File: config.mk
export PLATFORM = sky130hd
export DESIGN_NAME = clk_fault_csr
export DESIGN_NICKNAME = d
export VERILOG_FILES = /design/src/rtl/clk_fault_pkg.sv /design/src/rtl/clk_fault_ctrl_reg.sv /design/src/rtl/clk_fault_refsel.sv /design/src/rtl/clk_fault_router.sv /design/src/rtl/clk_fault_csr.sv
export SDC_FILE = /design/constraint.sdc
export NUM_CORES = 1
export LEC_CHECK = 0
export BUFFER_PORTS_ARGS = -buffer_cell sky130_fd_sc_hd__buf_2
export CELL_PAD_IN_SITES_DETAIL_PLACEMENT = 0
export CELL_PAD_IN_SITES_GLOBAL_PLACEMENT = 1
export CORE_MARGIN = 4
export CORE_UTILIZATION = 35
export DETAILED_ROUTE_END_ITERATION = 12
export GPL_TIMING_DRIVEN = 0
export PLACE_DENSITY = 0.82
export SYNTH_ARGS = -nofsm -noshare
export SYNTH_HDL_FRONTEND = slang
export SYNTH_HIERARCHICAL = 1
export SYNTH_SLANG_ARGS = --single-unit
File: constraint.sdc
create_clock -name clk -period 4.05 [get_ports clk]
set_input_delay 0.6075 -clock clk [delete_from_list [all_inputs] [get_ports clk]]
set_output_delay 0.6075 -clock clk [all_outputs]
set_load 0.01 [all_outputs]
File: src/rtl/clk_fault_pkg.sv
package clk_fault_pkg;
  localparam int unsigned REG_W = 8;
  localparam int unsigned SEL_W = 2;
  localparam int unsigned BIT_LOC_RST = 7;
  localparam int unsigned BIT_LOL_RST = 6;
  localparam int unsigned BIT_MON_EN  = 5;
  localparam int unsigned BIT_FLAG    = 0;
  localparam logic [REG_W-1:0] CTRL_RST_VAL = 8'h80;
  localparam logic [REG_W-1:0] CTRL_RW_MASK = 8'hE0;
  typedef enum logic [SEL_W-1:0] {
    REF_OSC0  = 2'b00,
    REF_LF32K = 2'b01,
    REF_OSC1  = 2'b10,
    REF_RSVD  = 2'b11
  } ref_sel_e;
endpackage

File: src/rtl/clk_fault_ctrl_reg.sv
module clk_fault_ctrl_reg
  import clk_fault_pkg::*;
(
  input  logic             clk,
  input  logic             rst,
  input  logic             wr_ctrl,
  input  logic [REG_W-1:0] wdata,
  input  logic             loc_event,
  output logic [REG_W-1:0] ctrl_q
);
  logic set_flag;
  logic clr_flag;

  assign set_flag = loc_event & ctrl_q[BIT_MON_EN];
  assign clr_flag = wr_ctrl & wdata[BIT_FLAG];

  always_ff @(posedge clk) begin
    if (rst) begin
      ctrl_q <= CTRL_RST_VAL;
    end else begin
      if (wr_ctrl)
        ctrl_q <= (ctrl_q & ~CTRL_RW_MASK) | (wdata & CTRL_RW_MASK);
      if (set_flag)
        ctrl_q[BIT_FLAG] <= 1'b1;
      else if (clr_flag)
        ctrl_q[BIT_FLAG] <= 1'b0;
    end
  end


  flag_set_chk: assert property (@(posedge clk) disable iff (rst)
    (loc_event && ctrl_q[BIT_MON_EN]) |=> ctrl_q[BIT_FLAG]);

  flag_clr_chk: assert property (@(posedge clk) disable iff (rst)
    (wr_ctrl && wdata[BIT_FLAG] && !(loc_event && ctrl_q[BIT_MON_EN])) |=> !ctrl_q[BIT_FLAG]);

  flag_keep_chk: assert property (@(posedge clk) disable iff (rst)
    (!(wr_ctrl && wdata[BIT_FLAG]) && !(loc_event && ctrl_q[BIT_MON_EN])) |=> $stable(ctrl_q[BIT_FLAG]));
endmodule

File: src/rtl/clk_fault_refsel.sv
module clk_fault_refsel
  import clk_fault_pkg::*;
(
  input  logic             clk,
  input  logic             rst,
  input  logic             wr_sel,
  input  logic [SEL_W-1:0] wsel,
  input  logic             ext_src_active,
  output logic [SEL_W-1:0] sel_q
);
  logic accept;

  assign accept = wr_sel & ~ext_src_active & (wsel != REF_RSVD);

  always_ff @(posedge clk) begin
    if (rst)
      sel_q <= REF_OSC0;
    else if (accept)
      sel_q <= wsel;
  end


  sel_guard_chk: assert property (@(posedge clk) disable iff (rst)
    ext_src_active |=> $stable(sel_q));

  sel_no_rsvd_chk: assert property (@(posedge clk) disable iff (rst)
    sel_q != REF_RSVD);
endmodule

File: src/rtl/clk_fault_router.sv
module clk_fault_router (
  input  logic clk,
  input  logic rst,
  input  logic loc_event,
  input  logic pll_unlock,
  input  logic lol_irq_en,
  input  logic mon_en,
  input  logic loc_rst_sel,
  input  logic lol_rst_sel,
  input  logic loc_flag,
  output logic loc_irq,
  output logic lol_irq,
  output logic rst_req
);
  logic unlock_d;
  logic loc_rst_hit;
  logic lol_rst_hit;

  assign loc_rst_hit = loc_event & mon_en & loc_rst_sel;
  assign lol_rst_hit = pll_unlock & ~unlock_d & lol_rst_sel;

  always_ff @(posedge clk) begin
    if (rst) begin
      unlock_d <= 1'b0;
      loc_irq  <= 1'b0;
      lol_irq  <= 1'b0;
      rst_req  <= 1'b0;
    end else begin
      unlock_d <= pll_unlock;
      loc_irq  <= loc_flag & mon_en & ~loc_rst_sel;
      lol_irq  <= pll_unlock & lol_irq_en & ~lol_rst_sel;
      rst_req  <= loc_rst_hit | lol_rst_hit;
    end
  end


  mon_off_no_irq_chk: assert property (@(posedge clk) disable iff (rst)
    !mon_en |=> !loc_irq);

  loc_route_rst_no_irq_chk: assert property (@(posedge clk) disable iff (rst)
    loc_rst_sel |=> !loc_irq);

  loc_rst_req_chk: assert property (@(posedge clk) disable iff (rst)
    (loc_event && mon_en && loc_rst_sel) |=> rst_req);

  lol_ie_gate_chk: assert property (@(posedge clk) disable iff (rst)
    (!lol_irq_en || lol_rst_sel) |=> !lol_irq);
endmodule

File: src/rtl/clk_fault_csr.sv
module clk_fault_csr
  import clk_fault_pkg::*;
#(
  parameter int unsigned ADDR_W   = 4,
  parameter int unsigned CTRL_OFS = 0,
  parameter int unsigned SEL_OFS  = 1
) (
  input  logic              clk,
  input  logic              rst,
  input  logic [ADDR_W-1:0] addr,
  input  logic              wr_en,
  input  logic [7:0]        wdata,
  output logic [7:0]        rdata,
  input  logic              loc_pulse,
  input  logic              pll_unlock,
  input  logic              lol_irq_en,
  input  logic              ext_src_active,
  output logic [1:0]        ref_sel,
  output logic              loc_irq,
  output logic              lol_irq,
  output logic              rst_req
);
  localparam logic [ADDR_W-1:0] CTRL_A = ADDR_W'(CTRL_OFS);
  localparam logic [ADDR_W-1:0] SEL_A  = ADDR_W'(SEL_OFS);

  logic             hit_ctrl;
  logic             hit_sel;
  logic [REG_W-1:0] ctrl_q;
  logic [SEL_W-1:0] sel_q;
  logic [REG_W-1:0] rd_mux;

  assign hit_ctrl = (addr == CTRL_A);
  assign hit_sel  = (addr == SEL_A);

  clk_fault_ctrl_reg u_ctrl (
    .clk       (clk),
    .rst       (rst),
    .wr_ctrl   (wr_en & hit_ctrl),
    .wdata     (wdata),
    .loc_event (loc_pulse),
    .ctrl_q    (ctrl_q)
  );

  clk_fault_refsel u_sel (
    .clk            (clk),
    .rst            (rst),
    .wr_sel         (wr_en & hit_sel),
    .wsel           (wdata[SEL_W-1:0]),
    .ext_src_active (ext_src_active),
    .sel_q          (sel_q)
  );

  clk_fault_router u_route (
    .clk         (clk),
    .rst         (rst),
    .loc_event   (loc_pulse),
    .pll_unlock  (pll_unlock),
    .lol_irq_en  (lol_irq_en),
    .mon_en      (ctrl_q[BIT_MON_EN]),
    .loc_rst_sel (ctrl_q[BIT_LOC_RST]),
    .lol_rst_sel (ctrl_q[BIT_LOL_RST]),
    .loc_flag    (ctrl_q[BIT_FLAG]),
    .loc_irq     (loc_irq),
    .lol_irq     (lol_irq),
    .rst_req     (rst_req)
  );

  always_comb begin
    rd_mux = '0;
    if (hit_ctrl)
      rd_mux = ctrl_q;
    else if (hit_sel)
      rd_mux = {{(REG_W-SEL_W){1'b0}}, sel_q};
  end

  always_ff @(posedge clk) begin
    if (rst)
      rdata <= '0;
    else
      rdata <= rd_mux;
  end

  assign ref_sel = sel_q;


  ctrl_rsvd_zero_chk: assert property (@(posedge clk) disable iff (rst)
    hit_ctrl |=> (rdata[4:1] == 4'b0000));

  sel_rsvd_zero_chk: assert property (@(posedge clk) disable iff (rst)
    hit_sel |=> (rdata[7:2] == 6'b000000));
endmodule

==> out/results.ini, run 1 <==
[die]
die_wd_um=51.7
core.rowCount=15
design.portCount=32
fp.coreArea_mm2=0.00176
die_y_um=51.7
die_area_mm2=0.00268
start_util=0.379

[worst_setup_path]
timing.critical_path.from_type=primary input
end_kind=flip-flop
r2r.worst_path.cells=2
endpoint_of_the_lowest_slack_register_to_register_path=u_route/rst_req$_SDFF_PP0_
cp_max_fo=7
reg2reg_slack_ns=3.22
worst_ep_arrival_time_ns=2.08
crit-reg2reg-launch=u_ctrl/ctrl_q[5]$_SDFFE_PP0P_
critical_path_data_required_time_ns=4.26
timing_worst_setup_path_type=in -> reg

[placed_design]
place_congestion=0.750
post-place-cells=115
placement.io_buffers=28
dpl_cell_area_um2=852

[yosys]
fraction_of_post_synthesis_cell_area_in_the_top_cell_type_by_area=0.538
synth_area_leader_cell=sky130_fd_sc_hd__dfxtp_1
syn_area_per_cell_um2=11.3
synth.top_cells.by_area=sky130_fd_sc_hd__dfxtp_1, sky130_fd_sc_hd__and3_2, sky130_fd_sc_hd__mux2i_1, sky130_fd_sc_hd__buf_4, sky130_fd_sc_hd__nor3_1
syn-cell-area_um2=669
count_of_state_elements_after_synthesis=18
seq_area_frac_synth=0.538
synthAdderAreaFrac=0
multiplexer_area_fraction_after_synthesis=0.0598
syn_inst=59
ys.warnings.count=6
fraction_of_registers_with_async_set_reset=0
synth_top_flop_cell=sky130_fd_sc_hd__dfxtp_1
synth_xor_area_frac=0
simple_gate_share_of_the_synthesized_area=0.252
combinational_family_with_the_most_area_after_synthesis=simple AND/OR/NAND/NOR gates
synth_compound_gate_area_share=0.0822
netlist-cell-type-count=24
synth_enable_flop_cells=0

[timing]
share_of_the_clock_period_used_by_the_worst_path=0.462
worst_slew_margin_relative_to_its_limit=0.631
setup-violations-final=0
hold_viol=0
fmax_mhz=535
maxSlewViolCount=0
period_minus_slack_ns=1.87
grt_setup_unrepaired=false
fin_setup_tns_ns=0
slew_at_the_pin_with_the_worst_max_slew_slack_ns=0.549
finClkSkew_ns=0.00312

[detailed_routing]
drt_iter0_drc=3
dr_total_vias=505
number_of_nets_still_failing_antenna_checks_after_routing=0
via_per_inst=4.24
post-route-drc-count=0
drt-pass1-iter-count=2
post_route_wl_um=1260
drt-wirelength-per-cell_um=10.6

[power]
power_report.internal_total_uw=246
power.net_switching_uw=62.2
leakage_component_of_the_power_uw=0.000456
max_rail_drop_vdd_mv=0.235
comb_power_share=0.074
clkPwrFrac=0.343
report.power.total_uw=309
netSwitchingFraction=0.202
share_of_power_burned_in_registers=0.583
powerDensity_mw_per_mm2=347

[min_path]
endpoint_of_the_worst_hold_timing_path=u_route/rst_req$_SDFF_PP0_
type_of_the_tightest_min_delay_check=reg -> reg
hold_start=u_route/unlock_d$_SDFF_PP0_
min_delay_path_depth=2

[job]
maxCapViolations=0

[clocking]
clock_sinks=18
cts_inserted_buffers=3
postCtsSetupBuffers=0
cts_resized=0
clkSlewWorstSetupHoldPaths_ns=0.09
cts_hold_buffers_added=0
clockRootBuffer=sky130_fd_sc_hd__clkbuf_4
clock_tree.htree_level_count=1
tritoncts=yes
deepest_clock_path_buffer_count=2
worstSkewPairLatency_ns=0.29

[global_routing]
grt_pass1_wl_um=2090
via_count_of_the_first_global_routing_pass=516
antenna_found_initial=0
maximum_number_of_pins_on_one_net_before_global_route_repair=13
grt_use_total=0.106
total_congestion_overflow=0

[cells_and_area]
area_growth_pct=32.7
finish.cell_count_without_fillers=119
antenna_cells=0
fin_nets=114
final_layout_size_suffix_gt1_frac=0.521
postLayoutCoreUtil=0.504
finalInstanceArea_um2=888

[status]
status=completed

worst max path at each step:
stage	from	to	slack, ns	cells past startpoint
after detailed placement	addr[3]	u_sel/sel_q[0]$_SDFFE_PP0P_	1.87	5
after global routing	addr[3]	u_sel/sel_q[0]$_SDFFE_PP0P_	2.04	5
after floorplan	addr[3]	u_sel/sel_q[0]$_SDFFE_PP0P_	2.25	4
after global placement	addr[3]	u_sel/sel_q[0]$_SDFFE_PP0P_	1.89	5
final	addr[3]	u_sel/sel_q[0]$_SDFFE_PP0P_	2.18	5
after CTS	addr[3]	u_sel/sel_q[0]$_SDFFE_PP0P_	2.17	5
layout make-up:
type / count / area (µm²)
flip-flops and latches: 18 / 360
inverters: 3 / 11.3
plain buffers: 4 / 30.0
clock buffers: 4 / 36.3
multi-input cells: 37 / 279
repair buffers: 28 / 140
fillers: 202 / 876
well taps: 25 / 31.3
critical path, stage by stage:
cell,delay [ns]
sky130_fd_sc_hd__buf_2,0.10
sky130_fd_sc_hd__nor3_1,0.48
sky130_fd_sc_hd__and3_2,0.28
sky130_fd_sc_hd__or3b_1,0.40
sky130_fd_sc_hd__a211oi_2,0.22
cells in the final DEF, fill, tap and decap left out:
cell and count:
sky130_fd_sc_hd__nor3b_2 1, sky130_fd_sc_hd__mux2i_1 4, sky130_fd_sc_hd__a211o_1 1, sky130_fd_sc_hd__nand2_1 1
sky130_fd_sc_hd__a31o_1 1, sky130_fd_sc_hd__clkbuf_4 3, sky130_fd_sc_hd__and3b_1 1, sky130_fd_sc_hd__nor2b_1 1
sky130_fd_sc_hd__and4b_1 1, sky130_fd_sc_hd__and4bb_2 1, sky130_fd_sc_hd__inv_1 3, sky130_fd_sc_hd__or3_4 1
sky130_fd_sc_hd__or3b_1 1, sky130_fd_sc_hd__clkbuf_8 1, sky130_fd_sc_hd__buf_2 28, sky130_fd_sc_hd__buf_4 4
sky130_fd_sc_hd__nor3b_1 1, sky130_fd_sc_hd__and3_2 7, sky130_fd_sc_hd__nor2b_2 1, sky130_fd_sc_hd__o211a_1 1
sky130_fd_sc_hd__nor3_1 3, sky130_fd_sc_hd__nor2_1 3, sky130_fd_sc_hd__dfxtp_1 18, sky130_fd_sc_hd__a21bo_2 1
sky130_fd_sc_hd__conb_1 4, sky130_fd_sc_hd__a21oi_1 1, sky130_fd_sc_hd__a211oi_2 1
cells by family after synthesis:
family | count (synthesis)
buffers and inverters | 7
DFF | 18
other | 1
AOI/OAI and AO/OA | 6
and+or+nand+nor | 23
muxes | 4
metrics by stage:
stage          hold slack [ns]  setup slack, ns
2_1_floorplan            0.451             2.25
3_3_place_gp             0.463             1.89
3_5_place_dp             0.469             1.87
4_1_cts                  0.492             2.17
5_1_grt                  0.519             2.04
6_report                 0.487             2.18
routing by layer:
layer | up-vias | GRT usage | part of all wire
li1 | 268 | - | -
met1 | 222 | 0.117 | 0.43
met2 | 15 | 0.180 | 0.49
met3 | 0 | 0.0516 | 0.071
met4 | 0 | 0.0262 | 0
met5 | - | 0 | 0
power groups by stage:
stage	Combinational, µW	Sequential [µW]	Clock [µW]
floorplan	9.72	185	0
global placement	22.5	184	0
detailed placement	22.8	184	0
CTS	22.9	180	110
global route	25.6	180	118
finish	22.8	180	106
registers in the layout, summed over array words and instances (netlist names):
name and count:
u_route/unlock_d 1, u_ctrl/ctrl_q 4, u_route/lol_irq 1, u_sel/sel_q 2
u_route/loc_irq 1, rdata 8, u_route/rst_req 1
synth_stat cells (all sizes together), types with 2 or more instances:
library cell	instances
nor3b	2
inv	3
nor2b	2
and3	7
nor3	3
dfxtp	18
mux2i	4
buf	4
nor2	3
Note: power is estimated with default switching activity, not from simulation.
==> run 2: changes to the inputs <==
CORE_UTILIZATION = 29   (was 35)
PLACE_DENSITY = 0.73   (was 0.82)
clock period = 1.6 ns   (was 4.05 ns; I/O delays follow)
==> run 2 against run 1 <==
Net effect: global-route usage down 1.9 points; critical path depth did not move; count of clock-buffer cells in the layout stayed put; clock skew is 0.0022 ns lower; cell area grew 0.99%; via count is 4.2% higher; clock power rose to 2.6 times the previous value; register-to-register slack worse by 2.5 ns; setup slack got worse by 1.9 ns; combinational power increased to 2.6 times the previous value; cell count increased by 2.5%; sequential share of layout area down 0.40 points; critical endpoint unchanged.
==> out/results.ini, run 2 (synthesis gave the netlist of run 1 again) <==
[placed_design]
place_congestion=0.664  ; was 0.750
placement.io_buffers=28  ; unchanged
detailed_place_hpwl_um=1020
post-place-cells=118  ; was 115

[die]
core.rowCount=17  ; was 15
die_area_mm2=0.00314  ; was 0.00268 mm²
die_y_um=56.0  ; was 51.7 µm
fp.coreArea_mm2=0.00221  ; was 0.00176 mm²
design.portCount=32  ; unchanged
start_util=0.303  ; was 0.379
die_wd_um=56.0  ; was 51.7 µm

[timing]
period_minus_slack_ns=1.34
fmax_mhz=744
timing.hold.ws_ns=0.161  ; was 0.487 ns
finClkSkew_ns=0.000968  ; was 0.00312 ns
share_of_the_clock_period_used_by_the_worst_path=0.840
grt_setup_unrepaired=false  ; unchanged
setup-violations-final=0  ; unchanged
hold_viol=0  ; unchanged
maxSlewViolCount=0  ; unchanged

[cells_and_area]
largestRegisters=rdata (8), u_ctrl/ctrl_q (4), u_sel/sel_q (2)  ; unchanged
most_frequent_standard_cell_in_the_layout_excluding_fill_and_tap_cells=sky130_fd_sc_hd__buf_2  ; unchanged
postLayoutCoreUtil=0.406  ; was 0.504
finish.cell_count_without_fillers=122  ; was 119
final_layout_size_suffix_gt1_frac=0.532  ; was 0.521
area_growth_pct=34.0  ; was 32.7%
antenna_cells=0  ; unchanged
biggest_register=rdata  ; unchanged
fin_nets=114  ; unchanged
final_cell_mix=sky130_fd_sc_hd__buf_2, sky130_fd_sc_hd__dfxtp_1, sky130_fd_sc_hd__and3_2  ; unchanged
largest_register_ff_count=8  ; unchanged

[worst_setup_path]
timing_worst_setup_path_type=in -> reg  ; unchanged
worst_ep_arrival_time_ns=1.56  ; was 2.08 ns
critPathMaxStageDelay_ns=0.39  ; was 0.48 ns
critical_path_data_required_time_ns=1.82  ; was 4.26 ns
reg2reg_slack_ns=0.76  ; was 3.22 ns
end_kind=flip-flop  ; unchanged
timing.critical_path.from_type=primary input  ; unchanged
cp_max_fo=7  ; unchanged
critical_path.slowest_cell=sky130_fd_sc_hd__or3b_1  ; was sky130_fd_sc_hd__nor3_1
path_cells=buf_2, nor3_2, and3_2, or3b_1, a211oi_2  ; was buf_2, nor3_1, and3_2, or3b_1, a211oi_2

[global_routing]
via_count_of_the_first_global_routing_pass=487  ; was 516
total_congestion_overflow=0  ; unchanged
antenna_found_initial=0  ; unchanged
grt_pass1_wl_um=2150  ; was 2090 µm
maximum_number_of_pins_on_one_net_before_global_route_repair=13  ; unchanged
grt_use_total=0.0868  ; was 0.106

[detailed_routing]
drt-wirelength-per-cell_um=10.9  ; was 10.6 µm
post_route_wl_um=1340  ; was 1260 µm
dr_total_vias=526  ; was 505
post-route-drc-count=0  ; unchanged
drt-pass1-iter-count=2  ; unchanged
drt_iter0_drc=7  ; was 3
via_per_inst=4.31  ; was 4.24
number_of_nets_still_failing_antenna_checks_after_routing=0  ; unchanged

[power]
powerDensity_mw_per_mm2=880  ; was 347 mW/mm²
power.net_switching_uw=165  ; was 62.2 µW
power_report.internal_total_uw=624  ; was 246 µW
comb_power_share=0.075  ; was 0.074
leakage_component_of_the_power_uw=0.000457  ; was 0.000456 µW
netSwitchingFraction=0.209  ; was 0.202
share_of_power_burned_in_registers=0.577  ; was 0.583
max_rail_drop_vdd_mv=0.452  ; was 0.235 mV
clkPwrFrac=0.347  ; was 0.343

[clocking]
tritoncts=yes  ; unchanged
clockRootBuffer=sky130_fd_sc_hd__clkbuf_4  ; unchanged
deepest_clock_path_buffer_count=2  ; unchanged
clock_sinks=18  ; unchanged
cts_inserted_buffers=3  ; unchanged
clock_tree.htree_level_count=1  ; unchanged
worstSkewPairLatency_ns=0.29  ; about the same
clkSlewWorstSetupHoldPaths_ns=0.10  ; was 0.09 ns

[job]
maxCapViolations=0  ; unchanged

[status]
status=completed  ; unchanged

[min_path]
type_of_the_tightest_min_delay_check=in -> reg  ; was reg -> reg

==> run 2: cell counts in the layout (fill, tap and decap cells not counted) <==
No cell type changed its count.
==> run 2: area by class of cell <==
cell class / count / area [µm²]
Fill cell: 241 / 1320
Sequential cell: 18 / 360
Multi-Input combinational cell: 37 / 284
Timing Repair Buffer: 28 / 140
Clock buffer: 4 / 36.3
Tap cell: 28 / 35.0
Buffer: 4 / 30.0
Inverter: 3 / 11.3
==> run 2: per-layer routing <==
layer / share of wire / vias up / track usage
li1: - / 270 / -
met1: 0.43 / 234 / 0.0993
met2: 0.47 / 20 / 0.137
met3: 0.090 / 2 / 0.0534
met4: 0.0097 / 0 / 0.0203
met5: 0 / - / 0
==> run 2: metrics by stage <==
stage	worst slack, ns	TNS (ns)	power [µW]	area [µm²]
CTS	0.0457	0	801	892
global placement	-0.179	-0.316	524	856
floorplan	0.164	0	492	681
detailed placement	-0.263	-0.482	525	856
finish	0.256	0	789	897
global route	0.193	0	830	897
==> run 2: power groups by stage <==
stage          logic, µW  clock network, µW  registers (µW)
4_1_cts             58.6                286             456
6_report            59.5                274             456
5_1_grt             65.9                308             457
2_1_floorplan       24.6                  0             467
3_5_place_dp        58.4                  0             466
3_3_place_gp        57.3                  0             466
==> run 2: worst paths after layout <==
path	endpoint	startpoint	cells after the start
worst min register to register	u_sel/sel_q[0]$_SDFFE_PP0P_	u_sel/sel_q[0]$_SDFFE_PP0P_	2
worst min-delay path	u_ctrl/ctrl_q[7]$_SDFFE_PP1P_	wdata[7]	2
worst max register to register	u_route/rst_req$_SDFF_PP0_	u_ctrl/ctrl_q[5]$_SDFFE_PP0P_	2
worst max-delay path	u_sel/sel_q[0]$_SDFFE_PP0P_	addr[3]	5
==> run 2: timing repair <==
action	4_1_cts	5_1_grt
setup endpoints to repair	0	1
hold buffers	0	0
buffers inserted	0	0
resized for setup	0	1
endpoints found under the hold margin	0	0
==> run 2: critical path, delay by kind of cell <==
family	cells	cell delay (ns)
and+or+nand+nor	3	0.99
AOI/OAI and AO/OA	1	0.22
buffers and inverters	1	0.12
==> run 3: changes to the inputs <==
ABC_AREA = 1   (was not set)
CORE_UTILIZATION = 30   (was 29)
PLACE_DENSITY = 0.76   (was 0.73)
clock period = 1.4 ns   (was 1.6 ns; I/O delays follow)
==> run 3 against run 2 <==
Net effect: die area is 1.3% higher; cell count is 27% higher; via count is 19% higher; non-clock buffer count stayed put; setup slack better by 0.13 ns; register-to-register slack worse by 0.08 ns; critical endpoint is now ref_sel[0]; largest cell class unchanged; largest power group unchanged.
==> out/results.ini, run 3 <==
[detailed_routing]
drt-pass1-iter-count=3  ; was 2
drt-wirelength-per-cell_um=8.52  ; was 10.9 µm
dr_total_vias=625  ; was 526
post-route-drc-count=0  ; unchanged
via_per_inst=4.03  ; was 4.31
number_of_nets_still_failing_antenna_checks_after_routing=0  ; unchanged
drt_iter0_drc=3  ; was 7
post_route_wl_um=1320  ; was 1340 µm

[power]
report.power.total_uw=917  ; was 789 µW
comb_power_share=0.085  ; was 0.075
clkPwrFrac=0.344  ; was 0.347
max_rail_drop_vdd_mv=0.440  ; was 0.452 mV
share_of_power_burned_in_registers=0.571  ; was 0.577
netSwitchingFraction=0.221  ; was 0.209
power_report.internal_total_uw=714  ; was 624 µW
leakage_component_of_the_power_uw=0.000488  ; was 0.000457 µW
powerDensity_mw_per_mm2=990  ; was 880 mW/mm²
power.net_switching_uw=203  ; was 165 µW

[placed_design]
place_congestion=0.709  ; was 0.664
dpl_cell_area_um2=890  ; was 856 µm²
detailed_place_hpwl_um=1110  ; was 1020 µm
placement.io_buffers=28  ; unchanged
post-place-cells=151  ; was 118

[cells_and_area]
antenna_cells=0  ; unchanged
finish.cell_count_without_fillers=155  ; was 122
largest_register_ff_count=8  ; unchanged
most_frequent_standard_cell_in_the_layout_excluding_fill_and_tap_cells=sky130_fd_sc_hd__buf_2  ; unchanged
biggest_register=rdata  ; unchanged
final_cell_mix=sky130_fd_sc_hd__buf_2, sky130_fd_sc_hd__dfxtp_1, sky130_fd_sc_hd__inv_1  ; was sky130_fd_sc_hd__buf_2, sky130_fd_sc_hd__dfxtp_1, sky130_fd_sc_hd__and3_2
largestRegisters=rdata (8), u_ctrl/ctrl_q (4), u_sel/sel_q (2)  ; unchanged
finalInstanceArea_um2=926  ; was 897 µm²
area_growth_pct=31.7  ; was 34.0%
fin_nets=147  ; was 114
final_layout_size_suffix_gt1_frac=0.354  ; was 0.532

[timing]
hold_viol=0  ; unchanged
maxSlewViolCount=0  ; unchanged
grt_setup_unrepaired=false  ; unchanged
share_of_the_clock_period_used_by_the_worst_path=0.722
finClkSkew_ns=0.00554  ; was 0.000968 ns
period_minus_slack_ns=1.01
fin_setup_tns_ns=0  ; unchanged
fmax_mhz=989
timing.hold.ws_ns=0.128  ; was 0.161 ns
setup-violations-final=0  ; unchanged

[worst_setup_path]
cp_max_fo=3  ; was 7
delay_heaviest_family_cp=flip-flops  ; was simple AND/OR/NAND/NOR gates
end_kind=output pin  ; was flip-flop
path_cells=buf_2  ; was buf_2, nor3_2, and3_2, or3b_1, a211oi_2
timing_worst_setup_path_type=reg -> out  ; was in -> reg
critPathMaxStageDelay_ns=0.37  ; was 0.39 ns
timing.critical_path.from_type=flip-flop  ; was primary input
cp_num_buf_inv=1  ; unchanged
worst_ep_arrival_time_ns=0.80  ; was 1.56 ns
critical_path.slowest_cell=sky130_fd_sc_hd__dfxtp_1  ; was sky130_fd_sc_hd__or3b_1
critical_path_data_required_time_ns=1.19  ; was 1.82 ns

[clocking]
cts_inserted_buffers=3  ; unchanged
deepest_clock_path_buffer_count=2  ; unchanged
clkSlewWorstSetupHoldPaths_ns=0.10  ; about the same
clock_sinks=18  ; unchanged
clock_tree.htree_level_count=1  ; unchanged
worstSkewPairLatency_ns=0.29  ; about the same
cts_hold_buffers_added=0  ; unchanged
cts_resized=0  ; unchanged
tritoncts=yes  ; unchanged
postCtsSetupBuffers=0  ; unchanged
clockRootBuffer=sky130_fd_sc_hd__clkbuf_4  ; unchanged

[yosys]
ys.warnings.count=6  ; unchanged
fraction_of_post_synthesis_cell_area_in_the_top_cell_type_by_area=0.512  ; was 0.538
syn-cell-area_um2=703  ; was 669 µm²
seq_area_frac_synth=0.512  ; was 0.538
syn_area_per_cell_um2=7.64  ; was 11.3 µm²
synth.cells.most_frequent=sky130_fd_sc_hd__dfxtp_1, sky130_fd_sc_hd__inv_1, sky130_fd_sc_hd__nand2_1, sky130_fd_sc_hd__nor2_1, sky130_fd_sc_hd__nand3_1  ; was sky130_fd_sc_hd__dfxtp_1, sky130_fd_sc_hd__and3_2, sky130_fd_sc_hd__buf_4, sky130_fd_sc_hd__mux2i_1
syn_inst=92  ; was 59
synth_top_flop_cell=sky130_fd_sc_hd__dfxtp_1  ; unchanged
yosysMostFrequentCell=sky130_fd_sc_hd__dfxtp_1  ; unchanged
fraction_of_registers_with_async_set_reset=0  ; unchanged
synth_enable_flop_cells=0  ; unchanged
netlist-cell-type-count=16  ; was 24
synth.top_cells.by_area=sky130_fd_sc_hd__dfxtp_1, sky130_fd_sc_hd__inv_1, sky130_fd_sc_hd__nand2_1, sky130_fd_sc_hd__nor2_1, sky130_fd_sc_hd__nand3_1  ; was sky130_fd_sc_hd__dfxtp_1, sky130_fd_sc_hd__and3_2, sky130_fd_sc_hd__mux2i_1, sky130_fd_sc_hd__buf_4, sky130_fd_sc_hd__nor3_1
synth_area_leader_cell=sky130_fd_sc_hd__dfxtp_1  ; unchanged
count_of_state_elements_after_synthesis=18  ; unchanged

[job]
maxCapViolations=0  ; unchanged

[global_routing]
via_count_of_the_first_global_routing_pass=572  ; was 487
grt_pass1_wl_um=2200  ; was 2150 µm
maximum_number_of_pins_on_one_net_before_global_route_repair=11  ; was 13
total_congestion_overflow=0  ; unchanged
antenna_found_initial=0  ; unchanged
grt_use_total=0.0856  ; was 0.0868

[die]
die_y_um=56.4  ; was 56.0 µm
start_util=0.318  ; was 0.303
die_wd_um=56.4  ; was 56.0 µm
fp.coreArea_mm2=0.00221  ; unchanged
core.rowCount=17  ; unchanged
die_area_mm2=0.00318  ; was 0.00314 mm²
design.portCount=32  ; unchanged

[status]
status=completed  ; unchanged

[min_path]
type_of_the_tightest_min_delay_check=in -> reg  ; unchanged

## run 3: metrics by stage
step                      utilization  worst slack (ns)
final                           0.419             0.389
after global routing            0.419             0.315
after CTS                       0.419             0.375
after detailed placement        0.402             0.199
after global placement          0.402             0.192
after floorplan                     -             0.464
## run 3: logic make-up after synthesis
| kind of cell | share of synthesized area |
|---|---|
| flops | 0.512 |
| compound gates | 0.0427 |
| other cells | 0.00533 |
| buf+inv | 0.149 |
| simple gates | 0.290 |
## run 3: layout make-up
| cell class | instances | area, µm² |
|---|---|---|
| repair buffers | 28 | 140 |
| inverters | 20 | 75.1 |
| clock buffers | 4 | 36.3 |
| multi-input cells | 53 | 249 |
| plain buffers | 4 | 30.0 |
| fillers | 244 | 1290 |
| well taps | 28 | 35.0 |
| flip-flops and latches | 18 | 360 |
## run 3: metal layers
metal / up-vias / part of all wire / global-route usage
met5: - / 0 / 0
met4: 0 / 0.017 / 0.0508
met3: 2 / 0.048 / 0.0230
met2: 17 / 0.49 / 0.147
met1: 268 / 0.45 / 0.0934
li1: 338 / - / -
## run 3: power groups by stage
stage	Sequential, µW	Combinational [µW]	Clock, µW
2_1_floorplan	537	39.7	0
3_3_place_gp	535	77.1	0
3_5_place_dp	535	78.1	0
4_1_cts	524	78.3	330
5_1_grt	525	86.7	359
6_report	523	77.7	316
## run 3: path summary, 6_finish.rpt
check                                start  cells after the start                            end  slack, ns
min                               wdata[7]                      3  u_ctrl/ctrl_q[7]$_SDFFE_PP1P_       0.13
max reg2reg  u_ctrl/ctrl_q[5]$_SDFFE_PP0P_                      2     u_route/rst_req$_SDFF_PP0_       0.68
min reg2reg  u_ctrl/ctrl_q[0]$_SDFFE_PP0P_                      2     u_route/loc_irq$_SDFF_PP0_       0.46
max            u_sel/sel_q[0]$_SDFFE_PP0P_                      1                     ref_sel[0]       0.39
